`config.mk`:
```
export PLATFORM = sky130hd
export DESIGN_NAME = fsqrt_unit
export DESIGN_NICKNAME = d
export VERILOG_FILES = /design/src/rtl/fsqrt_pkg.sv /design/src/rtl/fsqrt_prep.sv /design/src/rtl/fsqrt_step.sv /design/src/rtl/fsqrt_unit.sv
export SDC_FILE = /design/constraint.sdc
export NUM_CORES = 1
export LEC_CHECK = 0
export BUFFER_PORTS_ARGS = -buffer_cell sky130_fd_sc_hd__buf_2
export CELL_PAD_IN_SITES_DETAIL_PLACEMENT = 1
export CELL_PAD_IN_SITES_GLOBAL_PLACEMENT = 1
export CORE_ASPECT_RATIO = 0.9
export CORE_UTILIZATION = 38
export DETAILED_ROUTE_END_ITERATION = 8
export HOLD_SLACK_MARGIN = 0.08
export PLACE_DENSITY = 0.79
export SYNTH_ARGS = -nofsm -noshare
export SYNTH_HDL_FRONTEND = slang
export SYNTH_SLANG_ARGS = --single-unit
export TNS_END_PERCENT = 1
```
`constraint.sdc`:
```
create_clock -name clk -period 9.22 [get_ports clk]
set_clock_uncertainty 0.05 [all_clocks]
set_input_delay 0.922 -clock clk [delete_from_list [all_inputs] [get_ports clk]]
set_output_delay 0.922 -clock clk [all_outputs]
set_load 0.03 [all_outputs]
```
`src/rtl/fsqrt_pkg.sv`:
```
// fsqrt_pkg: shared sizes and the iteration state type for the square-root unit.
// Assumes a word of one exponent field and one mantissa field whose top bit is the sign.
package fsqrt_pkg;
    parameter int EXP_W  = 8;                  // biased exponent width
    parameter int MAN_W  = 16;                 // mantissa field width (sign at top)
    localparam int WORD_W = EXP_W + MAN_W;     // full word width
    localparam int RAD_W  = 2 * MAN_W;         // radicand shift register width
    localparam int REM_W  = MAN_W + 5;         // signed partial remainder width
    localparam int CNT_W  = $clog2(MAN_W + 1); // step counter width
    localparam int HALF_BIAS = 2 ** (EXP_W - 2); // bias correction after halving

    // State carried from one root step to the next
    typedef struct packed {
        logic [REM_W-1:0] rem;   // two's-complement partial remainder
        logic [MAN_W-1:0] root;  // root bits found so far
        logic [RAD_W-1:0] rad;   // radicand bits not yet consumed, MSB first
    } sq_state_t;
endpackage

```
`src/rtl/fsqrt_prep.sv`:
```
// fsqrt_prep: unpacks an operand into the starting state of the root recurrence.
// Detects zero, halves the exponent, and applies the odd-exponent pre-shift
// (first root bit preset, one step fewer). Purely combinational.
module fsqrt_prep
    import fsqrt_pkg::*;
(
    input  logic [WORD_W-1:0] operand,
    output logic              is_zero,
    output logic [EXP_W-1:0]  half_exp,
    output sq_state_t         init_st,
    output logic [CNT_W-1:0]  init_cnt
);
    logic [EXP_W-1:0] bexp;
    logic [MAN_W-1:0] mant;
    logic             odd;

    // Split fields; the sign position becomes the explicit leading one
    always_comb begin
        bexp = operand[WORD_W-1 -: EXP_W];
        mant = {1'b1, operand[MAN_W-2:0]};
        odd  = bexp[0];
    end

    // Zero test and exponent halving rounded toward minus infinity
    always_comb begin
        is_zero  = (bexp == '0);
        half_exp = ((bexp - EXP_W'(1)) >> 1) + EXP_W'(HALF_BIAS);
    end

    // Starting state: odd exponents consume the leading pair 01 up front
    always_comb begin
        init_st.rem = '0;
        if (odd) begin
            init_st.root = MAN_W'(1);
            init_st.rad  = {mant[MAN_W-2:0], {(MAN_W+1){1'b0}}};
            init_cnt     = CNT_W'(MAN_W - 1);
        end else begin
            init_st.root = '0;
            init_st.rad  = {mant, {MAN_W{1'b0}}};
            init_cnt     = CNT_W'(MAN_W);
        end
    end
endmodule

```
`src/rtl/fsqrt_step.sv`:
```
// fsqrt_step: one non-restoring square-root step (two radicand bits in,
// one root bit out). Assumes the remainder is wide enough never to overflow.
// Purely combinational.
module fsqrt_step
    import fsqrt_pkg::*;
(
    input  sq_state_t cur,
    output sq_state_t nxt
);
    logic [REM_W-1:0] shifted;
    logic [REM_W-1:0] trial;
    logic             neg;

    // Bring in the next two radicand bits and form the trial term
    always_comb begin
        neg     = cur.rem[REM_W-1];
        shifted = {cur.rem[REM_W-3:0], cur.rad[RAD_W-1 -: 2]};
        trial   = {{(REM_W-MAN_W-2){1'b0}}, cur.root, neg, 1'b1};
    end

    // Subtract after a non-negative remainder, add after a negative one
    always_comb begin
        nxt.rem  = neg ? (shifted + trial) : (shifted - trial);
        nxt.root = {cur.root[MAN_W-2:0], ~nxt.rem[REM_W-1]};
        nxt.rad  = {cur.rad[RAD_W-3:0], 2'b00};
    end
endmodule

```
`src/rtl/fsqrt_unit.sv`:
```
// fsqrt_unit: sequential square root of a 24-bit sign-in-mantissa float.
// One root bit per cycle; zero returns at once; the sign is ignored and the
// root truncated. A start while busy is ignored. Result held until next done.
module fsqrt_unit
    import fsqrt_pkg::*;
(
    input  logic              clk,
    input  logic              rst_n,
    input  logic              start,
    input  logic [WORD_W-1:0] operand,
    output logic [WORD_W-1:0] result,
    output logic              busy,
    output logic              done
);
    logic              p_zero;
    logic [EXP_W-1:0]  p_exp;
    sq_state_t         p_st;
    logic [CNT_W-1:0]  p_cnt;
    sq_state_t         st_q;
    sq_state_t         st_n;
    logic [CNT_W-1:0]  cnt_q;
    logic [EXP_W-1:0]  rexp_q;
    logic [WORD_W-1:0] res_q;
    logic              busy_q;
    logic              done_q;

    fsqrt_prep u_prep (
        .operand  (operand),
        .is_zero  (p_zero),
        .half_exp (p_exp),
        .init_st  (p_st),
        .init_cnt (p_cnt)
    );

    fsqrt_step u_step (
        .cur (st_q),
        .nxt (st_n)
    );

    // Sequencer: accept start when idle, step while busy, publish on last step
    always_ff @(posedge clk) begin
        if (!rst_n) begin
            st_q   <= '0;
            cnt_q  <= '0;
            rexp_q <= '0;
            res_q  <= '0;
            busy_q <= 1'b0;
            done_q <= 1'b0;
        end else begin
            done_q <= 1'b0;
            if (!busy_q && start) begin
                if (p_zero) begin
                    res_q  <= operand;
                    done_q <= 1'b1;
                end else begin
                    busy_q <= 1'b1;
                    st_q   <= p_st;
                    cnt_q  <= p_cnt;
                    rexp_q <= p_exp;
                end
            end else if (busy_q) begin
                st_q  <= st_n;
                cnt_q <= cnt_q - CNT_W'(1);
                if (cnt_q == CNT_W'(1)) begin
                    busy_q <= 1'b0;
                    done_q <= 1'b1;
                    res_q  <= {rexp_q, 1'b0, st_n.root[MAN_W-2:0]};
                end
            end
        end
    end

    // Drive outputs from registers
    always_comb begin
        result = res_q;
        busy   = busy_q;
        done   = done_q;
    end

    AST_ZERO_PASSTHRU: assert property (@(posedge clk) disable iff (!rst_n)
        (start && !busy && operand[WORD_W-1 -: EXP_W] == '0) |=> (done && !busy && result == $past(operand)));
    AST_SIGN_CLEARED: assert property (@(posedge clk) disable iff (!rst_n)
        (done && result[WORD_W-1 -: EXP_W] != '0) |-> !result[MAN_W-1]);
    AST_EXP_WINDOW: assert property (@(posedge clk) disable iff (!rst_n)
        (done && result[WORD_W-1 -: EXP_W] != '0) |-> (result[WORD_W-1 -: EXP_W] >= EXP_W'(HALF_BIAS)
            && result[WORD_W-1 -: EXP_W] <= EXP_W'(3 * HALF_BIAS - 1)));
    AST_ROOT_MSB_SET: assert property (@(posedge clk) disable iff (!rst_n)
        (busy && cnt_q == CNT_W'(1)) |-> st_n.root[MAN_W-1]);
    AST_LAST_STEP_DONE: assert property (@(posedge clk) disable iff (!rst_n)
        (busy && cnt_q == CNT_W'(1)) |=> (done && !busy));
    AST_BUSY_DONE_EXCL: assert property (@(posedge clk) disable iff (!rst_n)
        !(busy && done));
    AST_DONE_PULSE: assert property (@(posedge clk) disable iff (!rst_n)
        (done && !start) |=> !done);
    AST_RESULT_HOLD: assert property (@(posedge clk) disable iff (!rst_n)
        !done |-> $stable(result));
    AST_NO_RELOAD: assert property (@(posedge clk) disable iff (!rst_n)
        (busy && cnt_q != CNT_W'(1)) |=> (busy && cnt_q == CNT_W'($past(cnt_q) - CNT_W'(1))));
endmodule

```
==> flow_summary.ini <==
[outcome]
status = completed

[clocking]
cts_tree = built
cts-root-buf = clkbuf_16
numCtsBuffers = 9
cts_setup_buffers = 0
clk_pin_slew_ps = 70
cts.path.max_buffers = 2
htree_levels = 3
cts_hold_buf = 0
cts.sink_count = 91
clkLatencyLatePin_ps = 350
post_cts_resized = 0

[floorplanning]
dieArea_mm2 = 0.0139
ios = 53
die_w_um = 124
initial_utilization_pct = 39.6
die_h_um = 112
core.rowCount = 39
core_area_mm2 = 0.0129

[place]
dp_hpwl_um = 9970
post-place-cells = 781
gp_congestion = 0.860
dpl_cell_area_mm2 = 0.00544
io_buffers = 52

[final_layout]
drive_gt1_share_pct = 12.3
fin_nets = 680
multi_input_area_mm2 = 0.00307
area_growth_pct = 12.5
ff_latch_area_mm2 = 0.00182
finish.instance_area_mm2 = 0.00574
nFillCells = 1568
finalNonFillerCells = 796
num_antenna_cells = 0

[timing]
tns_ps = 0
setup_viol = 0
min_period_ps = 3400
post-route-period-util_pct = 36.8
rsz0062_at_grt = false
maxSlewHeadroom_pct = 18.9
slew_viol_final = 0
tightest_slew_ps = 1210
max_freq_mhz = 294
hold_viol_final = 0

[detailed_routing]
drtPass1Iterations = 4
wirelength_um = 14100
drc = 0
wl_per_cell_um = 17.8
detail-route-antenna-nets = 0
via_per_inst = 5.57
vias = 4432
drtIter0Drc = 193

[synthesis]
syn_nets = 654
synth_seq_area_share_pct = 35.7
ys_warn_count = 0
yosys.area.top_type = dfxtp_1
synth.distinct_cells = 50
ys.flop_type = dfxtp_1
syn_area_mm2 = 0.00510
avgSynthCellArea_um2 = 8.47
synth_top_area_share_pct = 35.7
synth-seq-cells = 91
async_flop_share_pct = 0
synth_edf_count = 0
yosys-top-cells-area = dfxtp_1, ha_1, nor2b_1
synthCells = 602

[critical_path]
r2r_end = result[0]$_SDFFE_PN0P_
cp_num_buf_inv = 0
end_kind = flip-flop
critPathArrivalTime_ps = 3620
critPathMaxFanout = 20
cp_top_family = compound AO/OA/AOI/OAI gates
cp_slowest_cell = dfxtp_1
worstReg2RegStart = st_q[68]$_SDFFE_PN0P_
cp.depth = 9
cpPeakStageDelay_ps = 980
worstSetupStartpointType = flip-flop
ff2ff_path_depth = 9
r2r_slack_ps = 5820
crit_type = flip-flop to flip-flop
worstPathRequired_ps = 9440
crit_chain = xnor2_1 > ha_1 > o211ai_1 > a21oi_1 > o21ai_0 > o21ai_1 > a21oi_1 > xnor3_1 > a31oi_1
worst_path_most_repeated_cell = a21oi_1

[worst_hold_path]
min_delay_path_depth = 2
min_from = st_q[16]$_SDFFE_PN0P_
hp-class = flip-flop to flip-flop
hold_end = st_q[16]$_SDFFE_PN0P_

[power_and_ir_drop]
peakVddDrop_v = 0.000134
leakage_nw = 2.56
powerDensity_mw_per_mm2 = 296

[global_route]
grt-ovfl-total = 0
antenna_found_initial = 0
track_usage_pct = 21.3
grt_pass1_vias = 4683
grt_max_degree = 86
grt_pass1_wl_um = 23500

[flow_run]
cap_violations = 0
==> area by class of cell <==
cell class	instances	share of cell area, %
Timing Repair Buffer	57	5.19
Sequential cell	91	31.7
Clock buffer	11	4.23
Inverter	13	0.850
Clock inverter	4	0.894
Tap cell	164	3.58
Multi-Input combinational cell	456	53.5
==> through the flow <==
stage	hold slack (ps)	setup WS [ps]	util, %	power (mW)
after global routing	433	5470	44.5	1.81
after global placement	393	6020	42.3	1.27
after CTS	413	5800	44.5	1.70
after floorplan	381	6190	-	1.11
final	413	5820	44.5	1.70
after detailed placement	403	5870	42.3	1.32
==> synthesized netlist by cell type, types with 2 or more instances <==
cell type  number
a211o_1         2
dfxtp_1        91
nand2_1        76
o21ai_1         2
a21o_1          7
clkbuf_1       26
buf_2          12
mux2i_1        17
nor3_1          7
a21oi_1        37
xnor2_1        26
o21a_1          3
nor2_1         23
a21boi_1        2
buf_1           4
ha_1           25
a32oi_1         2
o22ai_1         2
inv_1          13
xor2_1          8
a31oi_1         4
and3_1          5
o21ai_0        22
o211a_1        28
nor2b_1        46
a211oi_1       15
a22oi_1        24
and2_1          5
or3_1           3
nand3_1        29
nand2b_1        9
o211ai_1        9
==> worst max path at each step <==
stage | from | endpoint | slack [ps]
floorplan | st_q[68]$_SDFFE_PN0P_ | result[0]$_SDFFE_PN0P_ | 6190
global placement | operand[16] | st_q[68]$_SDFFE_PN0P_ | 6020
detailed placement | st_q[68]$_SDFFE_PN0P_ | result[0]$_SDFFE_PN0P_ | 5870
CTS | st_q[68]$_SDFFE_PN0P_ | result[0]$_SDFFE_PN0P_ | 5800
global route | st_q[68]$_SDFFE_PN0P_ | result[0]$_SDFFE_PN0P_ | 5470
finish | st_q[68]$_SDFFE_PN0P_ | result[0]$_SDFFE_PN0P_ | 5820
==> cell usage in the layout (no fill, tap or decap), types with 7 or more instances in the layout <==
master	instances
nand3_1	29
a21o_1	7
a22oi_1	24
xor2_1	8
ha_1	25
nand2_1	76
inv_1	13
nor2b_1	45
a21oi_1	37
o211a_1	28
clkbuf_16	9
nand2b_1	9
mux2i_1	17
a211oi_1	15
buf_2	52
xnor2_1	26
dfxtp_1	91
nor3_1	7
o211ai_1	9
o21ai_0	22
nor2_1	23
==> logic make-up after synthesis <==
logic type,synth area share [%]
fa+ha+maj,6.13
simple gates,20.2
buf+inv,4.34
xor+xnor,6.28
mux,3.34
compound gates,24.0
flops,35.7
==> sequential cells by signal, indices dropped and copies added, names as in the netlist <==
signal	cells
st_q	52
result	24
rexp_q	8
cnt_q	5
busy	1
done	1
==> worst register-to-register path: stages (launching register included) <==
cell      delay [ps]
dfxtp_1          980
xnor2_1          230
ha_1             350
o211ai_1         200
a21oi_1           90
o21ai_0          450
o21ai_1          310
a21oi_1          240
xnor3_1          250
a31oi_1          170
==> report_power, final <==
group          switching, mW  internal (mW)  total (mW)
Clock                  0.157          0.216       0.374
Sequential            0.0504          0.442       0.493
Combinational          0.481          0.349       0.829
==> metal layers <==
layer / track usage (%) / share of wire [%]
met5: 0 / 0
met4: 6.98 / 2.0
met3: 3.79 / 2.5
met2: 35.1 / 48
met1: 27.8 / 47
Note: power is estimated with default switching activity, not from simulation.
